==> src/rtl/nr_divider.sv <==
module nr_divider #(
  parameter int W = 32
) (
  input  logic         clk,
  input  logic         rst_n,
  input  logic         start,
  input  logic [W-1:0] dividend,
  input  logic [W-1:0] divisor,
  output logic         busy,
  output logic         done,
  output logic         div_by_zero,
  output logic [W-1:0] quotient,
  output logic [W-1:0] remainder
);
  localparam int CW = $clog2(W + 1);

  logic [W:0]    part;
  logic [W-1:0]  qacc;
  logic [W-1:0]  dsr;
  logic [CW-1:0] steps;

  wire [W:0] dsr_x   = {1'b0, dsr};
  wire [W:0] shifted = {part[W-1:0], qacc[W-1]};
  wire [W:0] stepped = part[W] ? shifted + dsr_x : shifted - dsr_x;

  assign quotient  = qacc;
  assign remainder = part[W-1:0];

  always_ff @(posedge clk) begin
    if (!rst_n) begin
      part        <= '0;
      qacc        <= '0;
      dsr         <= '0;
      steps       <= '0;
      busy        <= 1'b0;
      done        <= 1'b0;
      div_by_zero <= 1'b0;
    end else begin
      done <= 1'b0;
      if (!busy) begin
        if (start) begin
          dsr <= divisor;
          if (divisor == '0) begin
            qacc        <= '1;
            part        <= {1'b0, dividend};
            div_by_zero <= 1'b1;
            done        <= 1'b1;
          end else begin
            qacc        <= dividend;
            part        <= '0;
            div_by_zero <= 1'b0;
            steps       <= CW'(W);
            busy        <= 1'b1;
          end
        end
      end else if (steps != '0) begin
        part  <= stepped;
        qacc  <= {qacc[W-2:0], ~stepped[W]};
        steps <= steps - CW'(1);
      end else begin
        if (part[W]) part <= part + dsr_x;
        busy <= 1'b0;
        done <= 1'b1;
      end
    end
  end

  assert_done_single_R3: assert property (@(posedge clk) disable iff (!rst_n)
    done |=> !done);
  assert_busy_falls_done_R3: assert property (@(posedge clk) disable iff (!rst_n)
    $fell(busy) |-> done);
  assert_rem_below_divisor_R5: assert property (@(posedge clk) disable iff (!rst_n)
    (done && !div_by_zero) |-> (remainder < dsr));
  assert_zero_div_result_R6: assert property (@(posedge clk) disable iff (!rst_n)
    (done && div_by_zero) |-> (quotient == '1 && !busy));
  assert_busy_done_excl_R9: assert property (@(posedge clk) disable iff (!rst_n)
    !(busy && done));
  assert_hold_after_done_R8: assert property (@(posedge clk) disable iff (!rst_n)
    (!busy && !start && $past(!busy)) |=> ($stable(quotient) && $stable(remainder)));
endmodule

==> config.mk <==
export PLATFORM = sky130hd
export DESIGN_NAME = nr_divider
export DESIGN_NICKNAME = d
export VERILOG_FILES = /design/src/rtl/nr_divider.sv
export SDC_FILE = /design/constraint.sdc
export NUM_CORES = 1
export LEC_CHECK = 0
export ABC_AREA = 1
export BUFFER_PORTS_ARGS = -buffer_cell sky130_fd_sc_hd__buf_2
export CAP_MARGIN = 20
export CORE_MARGIN = 4
export CORE_UTILIZATION = 50
export CTS_BUF_LIST = sky130_fd_sc_hd__clkbuf_8
export DETAILED_ROUTE_END_ITERATION = 8
export PLACE_DENSITY = 0.7
export SYNTH_ARGS = -nofsm -noshare
export SYNTH_HDL_FRONTEND = slang
export SYNTH_SLANG_ARGS = --single-unit
==> constraint.sdc <==
create_clock -name clk -period 7.2 [get_ports clk]
set_input_delay 1.08 -clock clk [delete_from_list [all_inputs] [get_ports clk]]
set_output_delay 1.08 -clock clk [all_outputs]
set_load 0.05 [all_outputs]
==> results of run 1 <==
==> state kept, by name, summed over array words and instances (netlist names) <==
signal       cells
dsr             32
busy             1
quotient        32
steps            6
part            33
done             1
div_by_zero      1
==> where the power goes <==
group          switching (W)  internal, W  total (W)
logic                0.00105     0.000426    0.00148
clock network       0.000261     0.000136   0.000396
registers          0.0000872     0.000655   0.000742
total                0.00140      0.00122    0.00262
==> routing by layer <==
layer / global-route usage, % / wire length [um] / share of wire (%) / vias to the layer above
li1: - / - / - / 5889
met1: 49.3 / 18200 / 45 / 5408
met2: 53.6 / 17500 / 43 / 559
met3: 5.60 / 4120 / 10 / 49
met4: 7.85 / 965 / 2.4 / 0
met5: 0 / 0 / 0 / -
==> layout make-up <==
type,count,area [sq um],area share [%]
inverter,260,980,8.70
timing repair buffer,140,722,6.41
multi-input combinational,1352,6910,61.3
clock inverter,7,72.6,0.644
sequential,106,2120,18.8
clock buffer,9,124,1.10
tap,270,338,3.00
==> synthesized netlist by cell type (4+ instances only) <==
master,instances
nor3_1,17
ha_1,66
nor4_1,8
nand2_1,505
nand4_1,19
a31oi_1,14
nand3b_1,25
buf_2,8
dfxtp_1,106
nor2_1,192
or2_2,18
o21ai_0,117
a21oi_1,139
xnor2_1,8
buf_4,33
nand3_1,135
clkbuf_1,33
mux2i_1,9
o21bai_1,16
xor2_1,31
inv_1,251
inv_2,4
==> per-stage QoR <==
stage          total power, W  instances  utilization [%]  area (sq um)  hold slack [ns]
5_1_grt               0.00281       2144             55.3         11300            0.530
3_5_place_dp          0.00220       2128             54.4         11100            0.474
4_1_cts               0.00260       2144             55.3         11300            0.491
2_1_floorplan         0.00180       1793                -         10400            0.453
3_3_place_gp          0.00219       2127             54.3         11100            0.468
6_report              0.00262       2144             55.3         11300            0.492
==> logic make-up after synthesis <==
logic type               count (synthesis)
buffers and inverters                  335
adder cells (fa/ha/maj)                 68
XOR/XNOR                                39
AND/OR/NAND/NOR                        935
AO/OA/AOI/OAI                          301
flip-flops                             106
multiplexers                             9
==> critical path, cell delays in order, from the launching register on <==
cell      delay [ns]
dfxtp_1         0.68
clkinv_1        0.80
nand2_1         0.39
nand2_1         0.15
a21oi_1         0.23
xor2_1          0.35
ha_1            0.36
a21oi_1         0.27
o21ai_0         0.13
a21oi_1         0.18
nand2_1         0.13
inv_1           0.07
nand2_1         0.05
nand2_1         0.07
nand3_1         0.17
a21oi_1         0.18
==> path summary, 6_finish.rpt <==
path	endpoint	startpoint	cells past startpoint
worst min-delay path	steps[1]	steps[1]	2
worst max-delay path	quotient[0]	part[32]	15
worst max register to register	quotient[0]	part[32]	15
worst min register to register	steps[1]	steps[1]	2
==> summary.txt, run 1 <==
Floorplan
  • Initial core utilization: 51.2%
  • Die width: 152 um
  • Row Count: 52
  • Die span in y: 152 um
  • I/O pin total: 134
  • Die area: 0.0232 sq mm
  • Core Area: 0.0204 sq mm

Timing
  • Setup_tns: 0 ns
  • Fmax: 0.233 GHz
  • Max-slew headroom: 27.8%
  • Fin crit share: 59.5%
  • RSZ-0062 raised after global routing: no
  • Tmin final: 4.29 ns
  • Hold Violations, Final: 0
  • Slew @ Worst Pin: 1.08 ns
  • Fin. max-slew vios: 0
  • Clk_skew: 0.0273 ns
  • Worst Setup Slack, final: 2.91 ns
  • Final setup viols: 0

Finish
  • Area Overhead vs Synth: 8.00%
  • Most common cell after layout, fill and taps aside: nand2_1
  • Antenna cell count: 0
  • # nets final: 2004
  • Number of fill cells: 2161
  • Commonest non-fill, non-tap cells in the layout: 505 x nand2_1, 250 x inv_1, 192 x nor2_1
  • Share of layout cells above drive strength 1: 10.4%

Critical path
  • Critical path peak fanout: 27
  • Reg2reg setup slack: 2.91 ns
  • CP Launch Type: register
  • Crit path kind: register to register
  • Data required time at the worst endpoint: 7.53 ns
  • Crit path DAT: 4.61 ns
  • Endpoint type of the worst setup path: register

Clock network
  • Cts bufs inserted: 9
  • Clock-pin transition on the worst setup and hold timing paths: 0.12 ns
  • CTS Buffer Depth: 2
  • H-tree depth: 3
  • Cts repair resizes: 0
  • Later-pin clock latency in the skew report: 0.41 ns
  • Root buf cell: clkbuf_8
  • Post-CTS Setup Bufs: 0
  • CTS sink cnt: 106
  • CTS Hold Bufs: 0
  • TritonCTS clock tree: done

Route
  • Routed WL: 40.8 mm
  • Via count: 11900
  • Vias per std cell: 5.55
  • Drt first-iter violations: 1077
  • Routed Antenna Nets: 0
  • WL per Instance: 19.0 um
  • DR pass1 iterations: 6
  • DRC: 0

Placed design
  • Setup WS pre-CTS: 3.09 ns
  • DP HPWL: 33.5 mm
  • RePlAce Congestion: 0.999
  • Port Buf Inserts: 133

Synth
  • Mean Syn Cell Area: 5.82 sq um
  • Adder-cell share of the synthesized area: 8.30%
  • Post-Syn Nets: 1928
  • EDFF count, synth: 0
  • Syn Std Cell Area: 0.0104 sq mm
  • Synth Area in Simple Gates: 38.2%
  • Area contributors post-synth: dfxtp_1 20%, nand2_1 18%, inv_1 9.0%
  • Post-Syn Instances: 1793
  • Largest family of logic cells by synthesized area: simple AND/OR/NAND/NOR gates
  • Compound-gate portion of the synthesized area: 15.6%
  • Number of distinct library cells after synthesis: 48
  • Xor/xnor share of the synthesized area: 3.27%
  • Top_reg_cell synth: dfxtp_1
  • FFs w/ async S/R, synth: 0%
  • Seq/Total Area, Yosys: 20.3%
  • Synthesis Warnings: 0
  • Number of synthesized register bits: 106
  • Post-synth top area cell: dfxtp_1
  • Multiplexer share of the synthesized area: 0.864%
  • Synth top area share: 20.3%

Power
  • Static leakage: 6.07 nW
  • Pwr Density: 232 mW/mm^2
  • Max IR drop VDD: 0.000145 V

Status
  • Status: complete, no violations

GRT
  • GRT Total Usage: 34.1%
  • Initial antenna violation count: 0
  • Pin count of the biggest net entering global routing: 69
  • First-pass GRT wire length: 62.7 mm
  • Total grt overflow: 0
  • Number of global-route vias before repair: 11000

Min path
  • Worst Hold Class: register to register

Run
  • Max-cap violations: 0
No activity file was read; power rests on OpenSTA's default activity.
==> run 2, diff against run 1 <==
==> constraint.sdc (replaced) <==
create_clock -name clk -period 4 [get_ports clk]
set_input_delay 0.6 -clock clk [delete_from_list [all_inputs] [get_ports clk]]
set_output_delay 0.6 -clock clk [all_outputs]
set_load 0.05 [all_outputs]
==> run 2 against run 1 <==
Cell count increased by 0.28%. Worst setup slack got worse by 2.6 ns. Global-route usage decreased by 0.48 points. Sequential power increased by 81%. Maximum frequency increased by 17%. Critical endpoint is now part[27]. Wire length decreased by 0.88%. Count of clock-buffer cells in the layout unchanged. Sequential share of layout area decreased by 0.17 points. Critical path type unchanged.
==> summary.txt, run 2 (synthesis results as in run 1) <==
Placed design
  • DP Cell Count: 2133
  • Port Buf Inserts: 133
  • DP HPWL: 33.7 mm
  • RePlAce Congestion: 0.995

Critical path
  • Data required time at the worst endpoint: 4.33 ns
  • Crit-path cells: inv_1 > ha_1 > nand3_1 > nor2_4 > nand4_1 > buf_4 > nor2_1 > nand2_1 > nand2_1 > o21ai_0 > xor2_1 > ha_1 > nand2_1 > nor2_1 > nand2_1 > nand3b_1 > nand2_1 > nand2_1 > nand3_1 > nand3_1 > nand2_1 > inv_1
  • RR Endpoint: part[27]
  • Reg2reg setup slack: 0.34 ns
  • Top cell by count, worst path: nand2_1
  • Critical path peak fanout: 6
  • Critical path's largest stage delay: 0.43 ns
  • Origin of the critical flop-to-flop path: dsr[1]
  • Crit path DAT: 3.99 ns
  • Endpoint type of the worst setup path: register
  • Crit path kind: register to register
  • CP Launch Type: register
  • CP max-delay cell: ha_1
  • R2R cell count: 22

Finish
  • Antenna cell count: 0
  • Area Overhead vs Synth: 8.98%
  • Most common cell after layout, fill and taps aside: nand2_1
  • Max reg flops: 33
  • Fin cells: 2150
  • Number of fill cells: 2175
  • Commonest non-fill, non-tap cells in the layout: 505 x nand2_1, 251 x inv_1, 190 x nor2_1
  • Largest register by flop count: part
  • # nets final: 2010
  • Share of layout cells above drive strength 1: 11.0%

Clock network
  • TritonCTS clock tree: done
  • H-tree depth: 3
  • CTS Hold Bufs: 0
  • Root buf cell: clkbuf_8
  • CTS Buffer Depth: 2
  • Cts bufs inserted: 9
  • Clock-pin transition on the worst setup and hold timing paths: 0.13 ns
  • CTS sink cnt: 106
  • Later-pin clock latency in the skew report: 0.41 ns

Route
  • Via count: 11900
  • Vias per std cell: 5.55
  • DR pass1 iterations: 6
  • Routed WL: 40.4 mm
  • DRC: 0
  • Drt first-iter violations: 1023
  • WL per Instance: 18.8 um
  • Routed Antenna Nets: 0

Timing
  • Slew @ Worst Pin: 0.896 ns
  • Fmax: 0.273 GHz
  • Fin crit share: 91.6%
  • Fin. max-slew vios: 0
  • Clk_skew: 0.0152 ns
  • Tmin final: 3.66 ns
  • RSZ-0062 raised after global routing: no
  • Setup_tns: 0 ns
  • Final setup viols: 0
  • Hold Violations, Final: 0
  • Max-slew headroom: 40.2%

Floorplan
  • Core Area: 0.0204 sq mm
  • I/O pin total: 134
  • Die area: 0.0232 sq mm
  • Die width: 152 um
  • Row Count: 52
  • Die span in y: 152 um
  • Initial core utilization: 51.2%

GRT
  • Total grt overflow: 0
  • Initial antenna violation count: 1
  • GRT Total Usage: 33.7%
  • Number of global-route vias before repair: 11000
  • Pin count of the biggest net entering global routing: 68
  • First-pass GRT wire length: 61.4 mm

Min path
  • HP Start: divisor[9]
  • Hold Path Sink: dsr[9]
  • Hold depth: 3
  • Worst Hold Class: input pin to register

Power
  • Pwr Density: 424 mW/mm^2
  • Static leakage: 6.11 nW
  • Max IR drop VDD: 0.000266 V

Run
  • Max-cap violations: 0

Status
  • Status: complete, no violations
-- run 2: cell count changes in the layout (fill, tap and decap cells not counted), sizes merged --
| cell | before | now |
|---|---|---|
| clkinv | 10 | 8 |
| bufinv | 0 | 1 |
| inv | 257 | 258 |
| buf | 140 | 146 |
-- run 2: what timing repair did --
item                                    4_1_cts  5_1_grt
setup buffers                                 0        1
endpoints found under the setup margin        0       12
gates resized for setup                       0        6
-- run 2: area by class of cell --
cell class,instances,area [sq um],share of cell area [%]
Multi-Input combinational cell,1352,6930,61.0
Sequential cell,106,2120,18.7
Inverter,260,980,8.62
Timing Repair Buffer,146,763,6.71
Tap cell,270,338,2.97
Clock buffer,9,124,1.09
Clock inverter,7,108,0.946
-- run 2: metal layers --
layer  up-vias  GRT usage (%)  wire (um)
met5         -              0         11
met1      5423           47.7      17800
li1       5917              -          -
met3        61           6.90       4380
met4         2           9.72       1100
met2       523           51.9      17100
-- run 2: worst max path at each step --
stage / start / endpoint / slack, ns / depth (start not counted)
after floorplan: dsr[1] / part[31] / 1.15 / 22
after global placement: dsr[1] / part[24] / 0.40 / 21
after detailed placement: dsr[1] / part[24] / 0.31 / 21
after CTS: dsr[1] / part[24] / 0.26 / 21
after global routing: dsr[1] / part[29] / 0.02 / 22
final: dsr[1] / part[27] / 0.34 / 22
-- run 2: per-stage QoR --
step / util, % / instance area, sq um / power [W] / hold slack, ns / setup WS (ns)
2_1_floorplan: - / 10400 / 0.00324 / 0.453 / 1.15
3_3_place_gp: 54.5 / 11100 / 0.00395 / 0.468 / 0.398
3_5_place_dp: 54.5 / 11100 / 0.00397 / 0.477 / 0.307
4_1_cts: 55.7 / 11300 / 0.00476 / 0.414 / 0.256
5_1_grt: 55.8 / 11400 / 0.00514 / 0.431 / 0.0215
6_report: 55.8 / 11400 / 0.00482 / 0.433 / 0.335
-- run 2: power breakdown --
group	switching [W]	internal [W]	leakage, nW
Combinational	0.00191	0.000776	5.12
Clock	0.000479	0.000314	0.114
Sequential	0.000162	0.00118	0.875
-- run 2: critical path: cells and delay by family (launching register included) --
family / cells / cell delay (ns)
compound gates: 1 / 0.11
xor+xnor: 1 / 0.20
fa+ha+maj: 2 / 0.60
buf+inv: 3 / 0.34
flops: 1 / 0.36
simple gates: 15 / 1.97
==> run 3, diff against run 2 <==
--- a/config.mk
+++ b/config.mk
@@ -5,14 +5,13 @@
 export SDC_FILE = /design/constraint.sdc
 export NUM_CORES = 1
 export LEC_CHECK = 0
-export ABC_AREA = 1
 export BUFFER_PORTS_ARGS = -buffer_cell sky130_fd_sc_hd__buf_2
 export CAP_MARGIN = 20
 export CORE_MARGIN = 4
 export CORE_UTILIZATION = 50
 export CTS_BUF_LIST = sky130_fd_sc_hd__clkbuf_8
 export DETAILED_ROUTE_END_ITERATION = 8
-export PLACE_DENSITY = 0.7
+export PLACE_DENSITY = 0.71
 export SYNTH_ARGS = -nofsm -noshare
 export SYNTH_HDL_FRONTEND = slang
 export SYNTH_SLANG_ARGS = --single-unit
==> run 3 against run 2 <==
Maximum frequency is 3.0% lower. Sequential power is essentially flat. Non-clock buffer count increased by 52. Count of clock-buffer cells in the layout unchanged. Register-to-register slack lost 0.11 ns. Combinational power fell by 5%. Worst setup slack got worse by 0.11 ns. Synthesized cell count is 34% lower. Critical path depth fell by 9. First-iteration DRC count is 10% lower. Core utilization grew 2.8 points. Critical endpoint is now part[30]. Flip-flop and latch count did not move.
==> summary.txt, run 3 <==
Status
  • Status: complete, no violations

Timing
  • WHS: 0.430 ns
  • Max-slew headroom: 40.1%
  • Worst Setup Slack, final: 0.223 ns
  • Fin crit share: 94.4%
  • Hold Violations, Final: 0
  • Clk_skew: 0.0200 ns
  • Slew @ Worst Pin: 0.896 ns
  • Final setup viols: 0
  • Fmax: 0.265 GHz
  • Fin. max-slew vios: 0
  • RSZ-0062 raised after global routing: yes
  • Tmin final: 3.78 ns

Synth
  • Syn Std Cell Area: 0.00885 sq mm
  • Seq/Total Area, Yosys: 24.0%
  • Synthesis Warnings: 0
  • FFs w/ async S/R, synth: 0%
  • Count leader, synth: nand2_1
  • Area contributors post-synth: dfxtp_1 24%, ha_1 9.3%, a21oi_1 8.9%
  • Synth top area share: 24.0%
  • Number of synthesized register bits: 106
  • Post-Syn Instances: 1178
  • Post-Syn Nets: 1313
  • EDFF count, synth: 0
  • Top_reg_cell synth: dfxtp_1
  • Mean Syn Cell Area: 7.51 sq um
  • Most instantiated cells after synthesis: 159 x nand2_1, 158 x a21oi_1, 106 x dfxtp_1
  • Post-synth top area cell: dfxtp_1
  • Number of distinct library cells after synthesis: 76

Floorplan
  • Die span in y: 141 um
  • Initial core utilization: 51.2%
  • Die area: 0.0199 sq mm
  • Core Area: 0.0173 sq mm
  • Die width: 141 um
  • I/O pin total: 134
  • Row Count: 48

Critical path
  • Crit-path cells: inv_1 > ha_1 > mux2_2 > fa_1 > a21o_1 > a311oi_2 > nor3_1 > a211o_1 > a2111oi_4 > nor2_2 > a21oi_1 > nor4_1 > a211o_1
  • Crit path DAT: 4.08 ns
  • CP Launch Type: register
  • Data required time at the worst endpoint: 4.30 ns
  • Crit path kind: register to register
  • CP delay by family, top: compound AO/OA/AOI/OAI gates
  • CP max-delay cell: dfxtp_1
  • Critical path peak fanout: 6
  • Endpoint type of the worst setup path: register
  • Critical path's largest stage delay: 0.47 ns
  • Top cell by count, worst path: a211o_1
  • WP buf/inv: 1

Finish
  • Multi-input logic area: 0.00627 sq mm
  • Fin area: 0.0101 sq mm
  • Antenna cell count: 0
  • Share of layout cells above drive strength 1: 19.5%
  • Largest register by flop count: part
  • Commonest non-fill, non-tap cells in the layout: 158 x nand2_1, 156 x a21oi_1, 133 x buf_2
  • Most common cell after layout, fill and taps aside: nand2_1
  • Number of fill cells: 1654
  • Final core occ: 58.7%
  • # nets final: 1430
  • Area Overhead vs Synth: 14.6%
  • FF+latch area: 0.00213 sq mm
  • Max reg flops: 33

GRT
  • M3 GR Usage: 8.62%
  • GR Util met1: 43.7%
  • Initial antenna violation count: 0
  • Met2 usage in global routing: 43.6%
  • Number of global-route vias before repair: 8836
  • First-pass GRT wire length: 47.9 mm
  • GRT busiest layer: met1
  • GRT Total Usage: 30.0%
  • Total grt overflow: 0
  • Pin count of the biggest net entering global routing: 43

Clock network
  • H-tree depth: 3
  • CTS Hold Bufs: 0
  • Root buf cell: clkbuf_8
  • CTS Buffer Depth: 2
  • Cts bufs inserted: 9
  • Post-CTS Setup Bufs: 0
  • TritonCTS clock tree: done
  • Later-pin clock latency in the skew report: 0.41 ns
  • Clock-pin transition on the worst setup and hold timing paths: 0.12 ns
  • CTS sink cnt: 106

Placed design
  • Port Buf Inserts: 133
  • DP HPWL: 24.0 mm
  • Placement-stage cell area: 0.00986 sq mm
  • RePlAce Congestion: 0.944
  • Setup WS pre-CTS: -0.0687 ns

Route
  • Drt first-iter violations: 920
  • Routed WL: 30.9 mm
  • DR pass1 iterations: 5
  • Routed Antenna Nets: 0
  • DRC: 0
  • WL per Instance: 20.3 um
  • Via count: 9562
  • Vias per std cell: 6.27

Power
  • Reg power frac: 28.8%
  • Gate power share: 56.0%
  • Sw frac: 47.9%
  • P_int: 0.00236 W
  • Clk pwr share: 15.2%
  • Pwr Density: 447 mW/mm^2
  • Sw power: 0.00217 W
  • Max IR drop VDD: 0.000308 V
  • Static leakage: 4.56 nW

Run
  • Max-cap violations: 0

Min path
  • Worst Hold Class: input pin to register
==> run 3: cell count changes in the layout (fill, tap and decap cells not counted), moves of 51 or more <==
cell	change
nor2_1	-111
inv_1	-223
o21ai_0	-55
nand3_1	-116
buf_4	+51
nand2_1	-347
==> run 3: stage by stage <==
| stage | setup TNS, ns | total power, W | instances |
|---|---|---|---|
| 3_5_place_dp | -0.0955 | 0.00375 | 1509 |
| 2_1_floorplan | 0 | 0.00311 | 1178 |
| 4_1_cts | 0 | 0.00445 | 1525 |
| 6_report | 0 | 0.00454 | 1525 |
| 3_3_place_gp | 0 | 0.00374 | 1509 |
| 5_1_grt | -0.0928 | 0.00481 | 1525 |
==> run 3: final timing paths <==
check                                   from            to  slack, ns  cells after the start
worst max-delay path                  dsr[1]      part[30]       0.22                     13
worst min-delay path             divisor[28]       dsr[28]       0.43                      3
worst max register to register        dsr[1]      part[30]       0.22                     13
worst min register to register  quotient[22]  quotient[22]       0.48                      2
==> run 3: cell families after synthesis <==
| group | Yosys count | share of synthesized area (%) |
|---|---|---|
| AOI/OAI and AO/OA | 414 | 30.1 |
| xor gates and xnor gates | 83 | 8.30 |
| adders and majority gates | 68 | 9.78 |
| buffers and inverters | 122 | 6.60 |
| DFF | 106 | 24.0 |
| muxes | 20 | 2.30 |
| and+or+nand+nor | 365 | 18.9 |
==> run 3: power groups by stage <==
stage / clock network [W] / registers [W] / logic, W
after global placement: 0 / 0.00132 / 0.00242
after CTS: 0.000700 / 0.00130 / 0.00246
after floorplan: 0 / 0.00144 / 0.00167
final: 0.000692 / 0.00131 / 0.00254
after detailed placement: 0 / 0.00132 / 0.00244
after global routing: 0.000739 / 0.00132 / 0.00275
==> run 3: per-layer routing <==
metal  vias to the layer above  wire [um]
li1                       4543          -
met1                      4437      13700
met2                       540      12900
met3                        42       3730
met4                         0        591
met5                         -          0
==> run 3: worst register-to-register path: stages (launching register included) <==
cell	delay [ns]
dfxtp_1	0.47
inv_1	0.10
ha_1	0.30
mux2_2	0.29
fa_1	0.43
a21o_1	0.20
a311oi_2	0.33
nor3_1	0.11
a211o_1	0.39
a2111oi_4	0.36
nor2_2	0.14
a21oi_1	0.20
nor4_1	0.06
a211o_1	0.29
==> run 3: layout make-up <==
cell class / count / share of cell area (%)
Inverter: 30 / 1.11
Timing Repair Buffer: 198 / 11.5
Clock buffer: 9 / 1.22
Clock inverter: 7 / 0.666
Multi-Input combinational cell: 950 / 61.8
Tap cell: 225 / 2.77
Sequential cell: 106 / 20.9
==> run 3: what timing repair did <==
| item | in CTS | in global routing |
|---|---|---|
| gates resized for setup | 2 | 21 |
| gates cloned | 0 | 0 |
| setup endpoints to repair | 2 | 12 |
| endpoints found under the hold margin | 0 | 0 |
| pin swaps | 1 | 11 |
